$ cat config.mk
export PLATFORM = sky130hd
export DESIGN_NAME = i2c_scl_clkgen
export DESIGN_NICKNAME = d
export VERILOG_FILES = /design/src/rtl/scl_gen_pkg.sv /design/src/rtl/scl_cfg_latch.sv /design/src/rtl/scl_len_calc.sv /design/src/rtl/scl_phase_fsm.sv /design/src/rtl/i2c_scl_clkgen.sv
export SDC_FILE = /design/constraint.sdc
export NUM_CORES = 1
export LEC_CHECK = 0
export CORE_MARGIN = 5
export CORE_UTILIZATION = 57
export CTS_CLUSTER_DIAMETER = 150
export DETAILED_ROUTE_END_ITERATION = 7
export PLACE_DENSITY = 0.76
export SLEW_MARGIN = 30
export SYNTH_ARGS = -nofsm -noshare
export SYNTH_HDL_FRONTEND = slang
export SYNTH_SLANG_ARGS = --single-unit
$ cat constraint.sdc
create_clock -name clk -period 6.1 [get_ports clk]
set_input_delay 1.525 -clock clk [delete_from_list [all_inputs] [get_ports clk]]
set_output_delay 1.525 -clock clk [all_outputs]
set_load 0.1 [all_outputs]
$ cat src/rtl/scl_gen_pkg.sv
package scl_gen_pkg;

    typedef enum logic [1:0] {
        PH_IDLE = 2'd0,
        PH_LOW  = 2'd1,
        PH_RISE = 2'd2,
        PH_HIGH = 2'd3
    } scl_phase_e;

endpackage

$ cat src/rtl/scl_cfg_latch.sv
module scl_cfg_latch #(
    parameter int UNIT_W = 12,
    parameter int RISE_W = 6
) (
    input  logic              clk,
    input  logic              rst_n,
    input  logic              enable,
    input  logic [UNIT_W-1:0] unit_in,
    input  logic              fast_in,
    input  logic              wide_in,
    input  logic [RISE_W-1:0] rise_in,
    output logic [UNIT_W-1:0] unit_q,
    output logic              fast_q,
    output logic              wide_q,
    output logic [RISE_W-1:0] rise_q
);

    // Capture window is open only while the generator is idle.
    always_ff @(posedge clk or negedge rst_n) begin
        if (!rst_n) begin
            unit_q <= '0;
            fast_q <= 1'b0;
            wide_q <= 1'b0;
            rise_q <= '0;
        end else if (!enable) begin
            unit_q <= unit_in;
            fast_q <= fast_in;
            wide_q <= wide_in;
            rise_q <= rise_in;
        end
    end

    p_cfg_frozen_r9: assert property (@(posedge clk) disable iff (!rst_n)
        (enable && $past(enable)) |->
            ($stable(unit_q) && $stable(fast_q) && $stable(wide_q) && $stable(rise_q)))
        else $error("configuration moved while enabled");

endmodule

$ cat src/rtl/scl_len_calc.sv
module scl_len_calc #(
    parameter int UNIT_W = 12,
    parameter int RISE_W = 6,
    parameter int LEN_W  = UNIT_W + 5
) (
    input  logic [UNIT_W-1:0] unit_q,
    input  logic              fast_q,
    input  logic              wide_q,
    input  logic [RISE_W-1:0] rise_q,
    output logic [LEN_W-1:0]  low_len,
    output logic [LEN_W-1:0]  high_len,
    output logic [RISE_W-1:0] rise_cap
);

    localparam logic [UNIT_W-1:0] STD_FLOOR  = UNIT_W'(4);
    localparam logic [UNIT_W-1:0] FAST_FLOOR = UNIT_W'(1);

    logic [UNIT_W-1:0] unit_eff;
    logic [LEN_W-1:0]  unit_ext;

    always_comb begin
        if (fast_q) begin
            unit_eff = (unit_q < FAST_FLOOR) ? FAST_FLOOR : unit_q;
        end else begin
            unit_eff = (unit_q < STD_FLOOR) ? STD_FLOOR : unit_q;
        end
        unit_ext = LEN_W'(unit_eff);

        if (!fast_q) begin
            low_len  = unit_ext;
            high_len = unit_ext;
        end else if (wide_q) begin
            low_len  = unit_ext << 4;
            high_len = (unit_ext << 3) + unit_ext;
        end else begin
            low_len  = unit_ext << 1;
            high_len = unit_ext;
        end

        // Programmed value is the rise time plus one.
        rise_cap = (rise_q == '0) ? '0 : rise_q - 1'b1;
    end

endmodule

$ cat src/rtl/scl_phase_fsm.sv
module scl_phase_fsm
    import scl_gen_pkg::*;
#(
    parameter int LEN_W  = 17,
    parameter int RISE_W = 6
) (
    input  logic              clk,
    input  logic              rst_n,
    input  logic              enable,
    input  logic              scl_in,
    input  logic [LEN_W-1:0]  low_len,
    input  logic [LEN_W-1:0]  high_len,
    input  logic [RISE_W-1:0] rise_cap,
    output logic              scl_pull,
    output logic              smp_stb,
    output logic              chg_stb
);

    scl_phase_e        state_q, state_d;
    logic [LEN_W-1:0]  cnt_q, cnt_d;
    logic [RISE_W-1:0] rcnt_q, rcnt_d;
    logic              done_q, done_d;

    logic [LEN_W-1:0]  high_last;
    logic [LEN_W-1:0]  rise_ext;
    logic [LEN_W-1:0]  credit;
    logic [LEN_W-1:0]  mid_pt;

    assign high_last = high_len - 1'b1;
    assign rise_ext  = LEN_W'(rcnt_q);
    assign credit    = (rise_ext > high_last) ? high_last : rise_ext;
    assign mid_pt    = high_len >> 1;

    // Outputs decoded from the registered phase.
    always_comb begin
        scl_pull = (state_q == PH_LOW);
        chg_stb  = (state_q == PH_LOW) && (cnt_q == '0);
        smp_stb  = (state_q == PH_HIGH) && (cnt_q >= mid_pt) && !done_q;
    end

    // Next-phase logic.
    always_comb begin
        state_d = state_q;
        cnt_d   = cnt_q;
        rcnt_d  = rcnt_q;
        done_d  = done_q;
        if (!enable) begin
            state_d = PH_IDLE;
            cnt_d   = '0;
            rcnt_d  = '0;
            done_d  = 1'b0;
        end else begin
            unique case (state_q)
                PH_IDLE: begin
                    state_d = PH_LOW;
                    cnt_d   = '0;
                end
                PH_LOW: begin
                    if (cnt_q == low_len - 1'b1) begin
                        state_d = PH_RISE;
                        cnt_d   = '0;
                        rcnt_d  = '0;
                    end else begin
                        cnt_d = cnt_q + 1'b1;
                    end
                end
                PH_RISE: begin
                    if (scl_in) begin
                        state_d = PH_HIGH;
                        cnt_d   = credit;
                        done_d  = 1'b0;
                    end else if (rcnt_q != rise_cap) begin
                        rcnt_d = rcnt_q + 1'b1;
                    end
                end
                PH_HIGH: begin
                    if (smp_stb) begin
                        done_d = 1'b1;
                    end
                    if (cnt_q == high_last) begin
                        state_d = PH_LOW;
                        cnt_d   = '0;
                    end else begin
                        cnt_d = cnt_q + 1'b1;
                    end
                end
                default: state_d = PH_IDLE;
            endcase
        end
    end

    always_ff @(posedge clk or negedge rst_n) begin
        if (!rst_n) begin
            state_q <= PH_IDLE;
            cnt_q   <= '0;
            rcnt_q  <= '0;
            done_q  <= 1'b0;
        end else begin
            state_q <= state_d;
            cnt_q   <= cnt_d;
            rcnt_q  <= rcnt_d;
            done_q  <= done_d;
        end
    end

    p_idle_release_r6: assert property (@(posedge clk) disable iff (!rst_n)
        !enable |=> (!scl_pull && !smp_stb && !chg_stb))
        else $error("not idle after disable");

    p_chg_at_low_start_r8: assert property (@(posedge clk) disable iff (!rst_n)
        $rose(scl_pull) |-> chg_stb)
        else $error("low phase began without change strobe");

    p_smp_single_r7: assert property (@(posedge clk) disable iff (!rst_n)
        smp_stb |=> !smp_stb)
        else $error("sample strobe wider than one cycle");

    p_smp_released_r7: assert property (@(posedge clk) disable iff (!rst_n)
        smp_stb |-> !scl_pull)
        else $error("sample strobe while SCL pulled");

    p_stretch_wait_r5: assert property (@(posedge clk) disable iff (!rst_n)
        (enable && state_q == PH_RISE && !scl_in) |=>
            (state_q == PH_RISE || state_q == PH_IDLE))
        else $error("high phase started with SCL low");

endmodule

$ cat src/rtl/i2c_scl_clkgen.sv
module i2c_scl_clkgen #(
    parameter int UNIT_W = 12,
    parameter int RISE_W = 6
) (
    input  logic              clk,
    input  logic              rst_n,
    input  logic              enable,
    input  logic [UNIT_W-1:0] period_unit,
    input  logic              fast_sel,
    input  logic              wide_duty_sel,
    input  logic [RISE_W-1:0] rise_allow,
    input  logic              scl_in,
    output logic              scl_pull_en,
    output logic              sda_sample_stb,
    output logic              sda_change_stb
);

    localparam int LEN_W = UNIT_W + 5;

    logic [UNIT_W-1:0] unit_q;
    logic              fast_q;
    logic              wide_q;
    logic [RISE_W-1:0] rise_q;
    logic [LEN_W-1:0]  low_len;
    logic [LEN_W-1:0]  high_len;
    logic [RISE_W-1:0] rise_cap;

    scl_cfg_latch #(.UNIT_W(UNIT_W), .RISE_W(RISE_W)) u_cfg (
        .clk     (clk),
        .rst_n   (rst_n),
        .enable  (enable),
        .unit_in (period_unit),
        .fast_in (fast_sel),
        .wide_in (wide_duty_sel),
        .rise_in (rise_allow),
        .unit_q  (unit_q),
        .fast_q  (fast_q),
        .wide_q  (wide_q),
        .rise_q  (rise_q)
    );

    scl_len_calc #(.UNIT_W(UNIT_W), .RISE_W(RISE_W), .LEN_W(LEN_W)) u_calc (
        .unit_q   (unit_q),
        .fast_q   (fast_q),
        .wide_q   (wide_q),
        .rise_q   (rise_q),
        .low_len  (low_len),
        .high_len (high_len),
        .rise_cap (rise_cap)
    );

    scl_phase_fsm #(.LEN_W(LEN_W), .RISE_W(RISE_W)) u_fsm (
        .clk      (clk),
        .rst_n    (rst_n),
        .enable   (enable),
        .scl_in   (scl_in),
        .low_len  (low_len),
        .high_len (high_len),
        .rise_cap (rise_cap),
        .scl_pull (scl_pull_en),
        .smp_stb  (sda_sample_stb),
        .chg_stb  (sda_change_stb)
    );

endmodule

==> results.yml <==
run_status:
  status: "complete, no violations"
cells_and_area:
  final_core_utilization_pct: 67.5
  area_growth_syn_to_layout_pct: 14.7
  finish.cell_count_without_fillers: 875
  antenna-diode-count: 0
  drive_above_1_share_pct: 18.1
  nets: 807
  postLayoutCellArea_mm2: 0.00663
synth:
  synthesized_nets: 777
  synth_cell_type_count: 80
  synth_seq_area_share_pct: 19.9
  post_synthesis_compound_gate_area_fraction_pct: 22.8
  post_synth_xor_area_fraction_pct: 8.23
  main_combinational_cell_family_by_area_after_synthesis: "simple AND/OR/NAND/NOR gates"
  ys.warnings.count: 0
  synth_edf_count: 0
  synth-main-ff-cell: "dfrtp_1"
  post_synth_inst_count: 712
  synth.ff_latch_count: 46
  yosys.area_share.adder_pct: 9.00
  mappedNetlistArea_mm2: 0.00578
  synth-simple-area-share_pct: 25.0
  proportion_of_synthesized_flip_flops_having_asynchronous_set_or_reset_pct: 100
  post_synth.cell_area_avg_um2: 8.12
  synthMuxAreaShare_pct: 8.40
timing:
  maxClockFrequency_mhz: 168
  max-slew-margin-rel_pct: 35.7
  report.final.setup_viol: 0
  final_period_minus_worst_setup_slack_ns: 5.94
  setup_total_negative_slack_ns: 0
  slew_violations: 0
  worst-slew-pin-transition_ns: 0.962
  finalCritPeriodShare_pct: 97.4
  finalClockSkew_ns: 0.0121
  hold_viol: 0
clock_tree:
  clock_sinks: 46
  cts_htree_levels: 2
  cts_made_buffers: 5
  clockRootBuffer: "clkbuf_8"
  postCtsHoldBufs: 0
  worst_skew_pair.late_latency_ns: 0.31
  cts-root-to-sink-buffers: 2
  cts_tree: "built"
  clkSlewWorstSetupHoldPaths_ns: 0.09
setup_path:
  cp.required_ns: 4.58
  start_kind: "register"
  critical_path_class: "reg2out"
  crit_path_end_kind: "output pin"
  timing.critical_path.arrival_ns: 4.41
  crit_path_max_fanout: 5
global_route:
  grt_pass1_vias: 5234
  number_of_antenna_violations_at_the_first_check_in_global_routing: 0
  gr-usage-all-layers_pct: 25.8
  first_pass_grt_wire_length_mm: 26.7
  grt.overflow.total: 0
  pin_count_of_the_biggest_net_entering_global_routing: 47
pwr:
  internal_portion_of_total_power_mw: 0.739
  combinationalPowerShare_pct: 60.2
  cellLeakagePower_nw: 2.73
  net-switching-power_mw: 0.643
  power.switching_fraction_pct: 46.5
  power_density_mw_per_mm2: 209
  power.sequential.fraction_pct: 26.2
  clock_share_of_power_pct: 13.6
  peakVddDrop_mv: 0.209
die:
  dieHeight_um: 111
  boundaryPins: 27
  design.core.area_mm2: 0.00982
  floorplan.die_area_mm2: 0.0123
  die_width_um: 111
  initial_utilization_pct: 58.9
  floorplan.rows: 36
drt:
  detail_route.vias_per_cell: 6.60
  post_route_antenna_net_violation_count: 0
  post-route-drc-count: 0
  route.detailed.wl_per_inst_um: 19.3
  first_drt_pass_iteration_count: 5
  finalWirelength_mm: 16.9
  num_vias: 5775
  first_iter_violations: 479
place:
  total_placed_instance_area_mm2: 0.00624
  post-dp-hpwl_mm: 12.2
  routabilityCongestion: 0.919
  numPortBuffers: 26
  dp.cells: 849
job:
  drv.max_cap_violation_count: 0
hold_path:
  min-delay-path-class: "reg2reg"
-- worst max-delay path, cell delays in order (launching register included) --
cell	delay [ns]
dfrtp_1	0.42
nor4_4	0.32
buf_4	0.18
nand3_2	0.11
o21ai_2	0.17
inv_2	0.07
ha_4	0.17
inv_2	0.06
fa_2	0.20
nand2b_4	0.15
buf_4	0.12
a211oi_4	0.06
or4_1	0.44
a31oi_1	0.22
inv_1	0.12
ha_4	0.25
nand4_1	0.13
nor4_2	0.06
nor3_1	0.24
o21ai_1	0.12
o21ai_2	0.24
nor2_4	0.07
buf_12	0.17
-- cells by family after synthesis --
| group | Yosys count |
|---|---|
| flops | 46 |
| simple gates | 262 |
| mux | 45 |
| buf+inv | 93 |
| xor+xnor | 51 |
| compound gates | 174 |
| fa+ha+maj | 41 |
-- cells in the mapped netlist (14+ instances only) --
master    instances  area, um2
a21oi_1          20        100
and3_1           16        100
clkbuf_1         35        131
dfrtp_1          46       1150
ha_1             40        500
inv_1            37        139
mux2_2           28        315
mux2i_1          17        170
nand2_1          44        165
nand3_1          49        245
nor2_1           39        146
nor3_1           23        115
o21a_1           16        120
o21ai_0          35        175
xnor2_1          34        298
xor2_1           14        123
-- placed cells by master (no fill, tap or decap), types with 6 or more instances in the layout --
cell type	count
and3_1	16
nand2b_1	10
nand4b_1	6
o31ai_1	6
a21o_1	8
ha_1	36
a21oi_1	20
nand3b_1	9
mux2i_1	15
or4_1	10
buf_4	54
a211oi_1	7
clkdlybuf4s50_1	24
nor4_1	9
nand4_1	10
o21ai_0	30
o211ai_1	9
nand3_1	49
nor3_1	22
o21a_1	16
a31oi_1	6
o21ai_2	6
nor2_1	38
inv_1	32
nand2_1	44
mux2_2	28
or3_1	7
dfrtp_1	46
nor2b_1	6
xnor2_1	33
xor2_1	14
-- what timing repair did --
item / 4_1_cts / 5_1_grt
buffers inserted: 8 / 13
setup endpoints to repair: 1 / 1
resized for setup: 17 / 20
pin swaps: 10 / 19
-- worst paths after layout --
kind / startpoint / to / slack, ns / depth (start not counted)
worst min-delay path: u_cfg.rise_q[1] / u_cfg.rise_q[1] / 0.58 / 1
worst max register to register: u_cfg.unit_q[9] / u_fsm.cnt_q[11] / 0.66 / 18
worst min register to register: u_cfg.rise_q[1] / u_cfg.rise_q[1] / 0.58 / 1
worst max-delay path: u_cfg.unit_q[9] / sda_sample_stb / 0.16 / 22
min in group asynchronous: rst_n / u_fsm.state_q[1] / 1.21 / 1
max in group asynchronous: rst_n / u_cfg.unit_q[4] / 4.47 / 1
-- layer usage --
layer | GRT usage, % | wire (um) | share of wire, % | up-vias
li1 | - | - | - | 2721
met4 | 9.61 | 450 | 2.7 | 0
met5 | 0 | 0 | 0 | -
met3 | 3.06 | 933 | 5.5 | 37
met2 | 42.0 | 8060 | 48 | 219
met1 | 35.2 | 7430 | 44 | 2798
-- power groups by stage --
stage          Clock, mW  Combinational (mW)  Sequential, mW
6_report           0.188               0.832           0.361
5_1_grt            0.202               0.900           0.366
4_1_cts            0.190               0.784           0.361
3_5_place_dp           0               0.763           0.367
3_3_place_gp           0               0.739           0.365
2_1_floorplan          0               0.574           0.358
-- area by class of cell --
class                           count  area [um2]
Timing Repair Buffer               79         666
Inverter                           37         139
Tap cell                          133         166
Fill cell                         845        3190
Sequential cell                    46        1150
Clock inverter                      1        7.51
Multi-Input combinational cell    573        4430
Clock buffer                        6        72.6
-- per-stage QoR --
| step | setup slack (ns) | hold slack, ns | power, mW |
|---|---|---|---|
| 2_1_floorplan | -0.201 | 0.504 | 0.932 |
| 3_3_place_gp | 0.127 | 0.560 | 1.10 |
| 3_5_place_dp | -0.0674 | 0.564 | 1.13 |
| 4_1_cts | 0.0236 | 0.584 | 1.34 |
| 5_1_grt | -0.0863 | 0.608 | 1.47 |
| 6_report | 0.161 | 0.576 | 1.38 |
-- state kept, by name (all words and copies together), names as in the netlist --
name,count
u_cfg.fast_q,1
u_cfg.rise_q,6
u_cfg.unit_q,12
u_cfg.wide_q,1
u_fsm.cnt_q,17
u_fsm.done_q,1
u_fsm.rcnt_q,6
u_fsm.state_q,2
(Power assumes the default switching activity.)
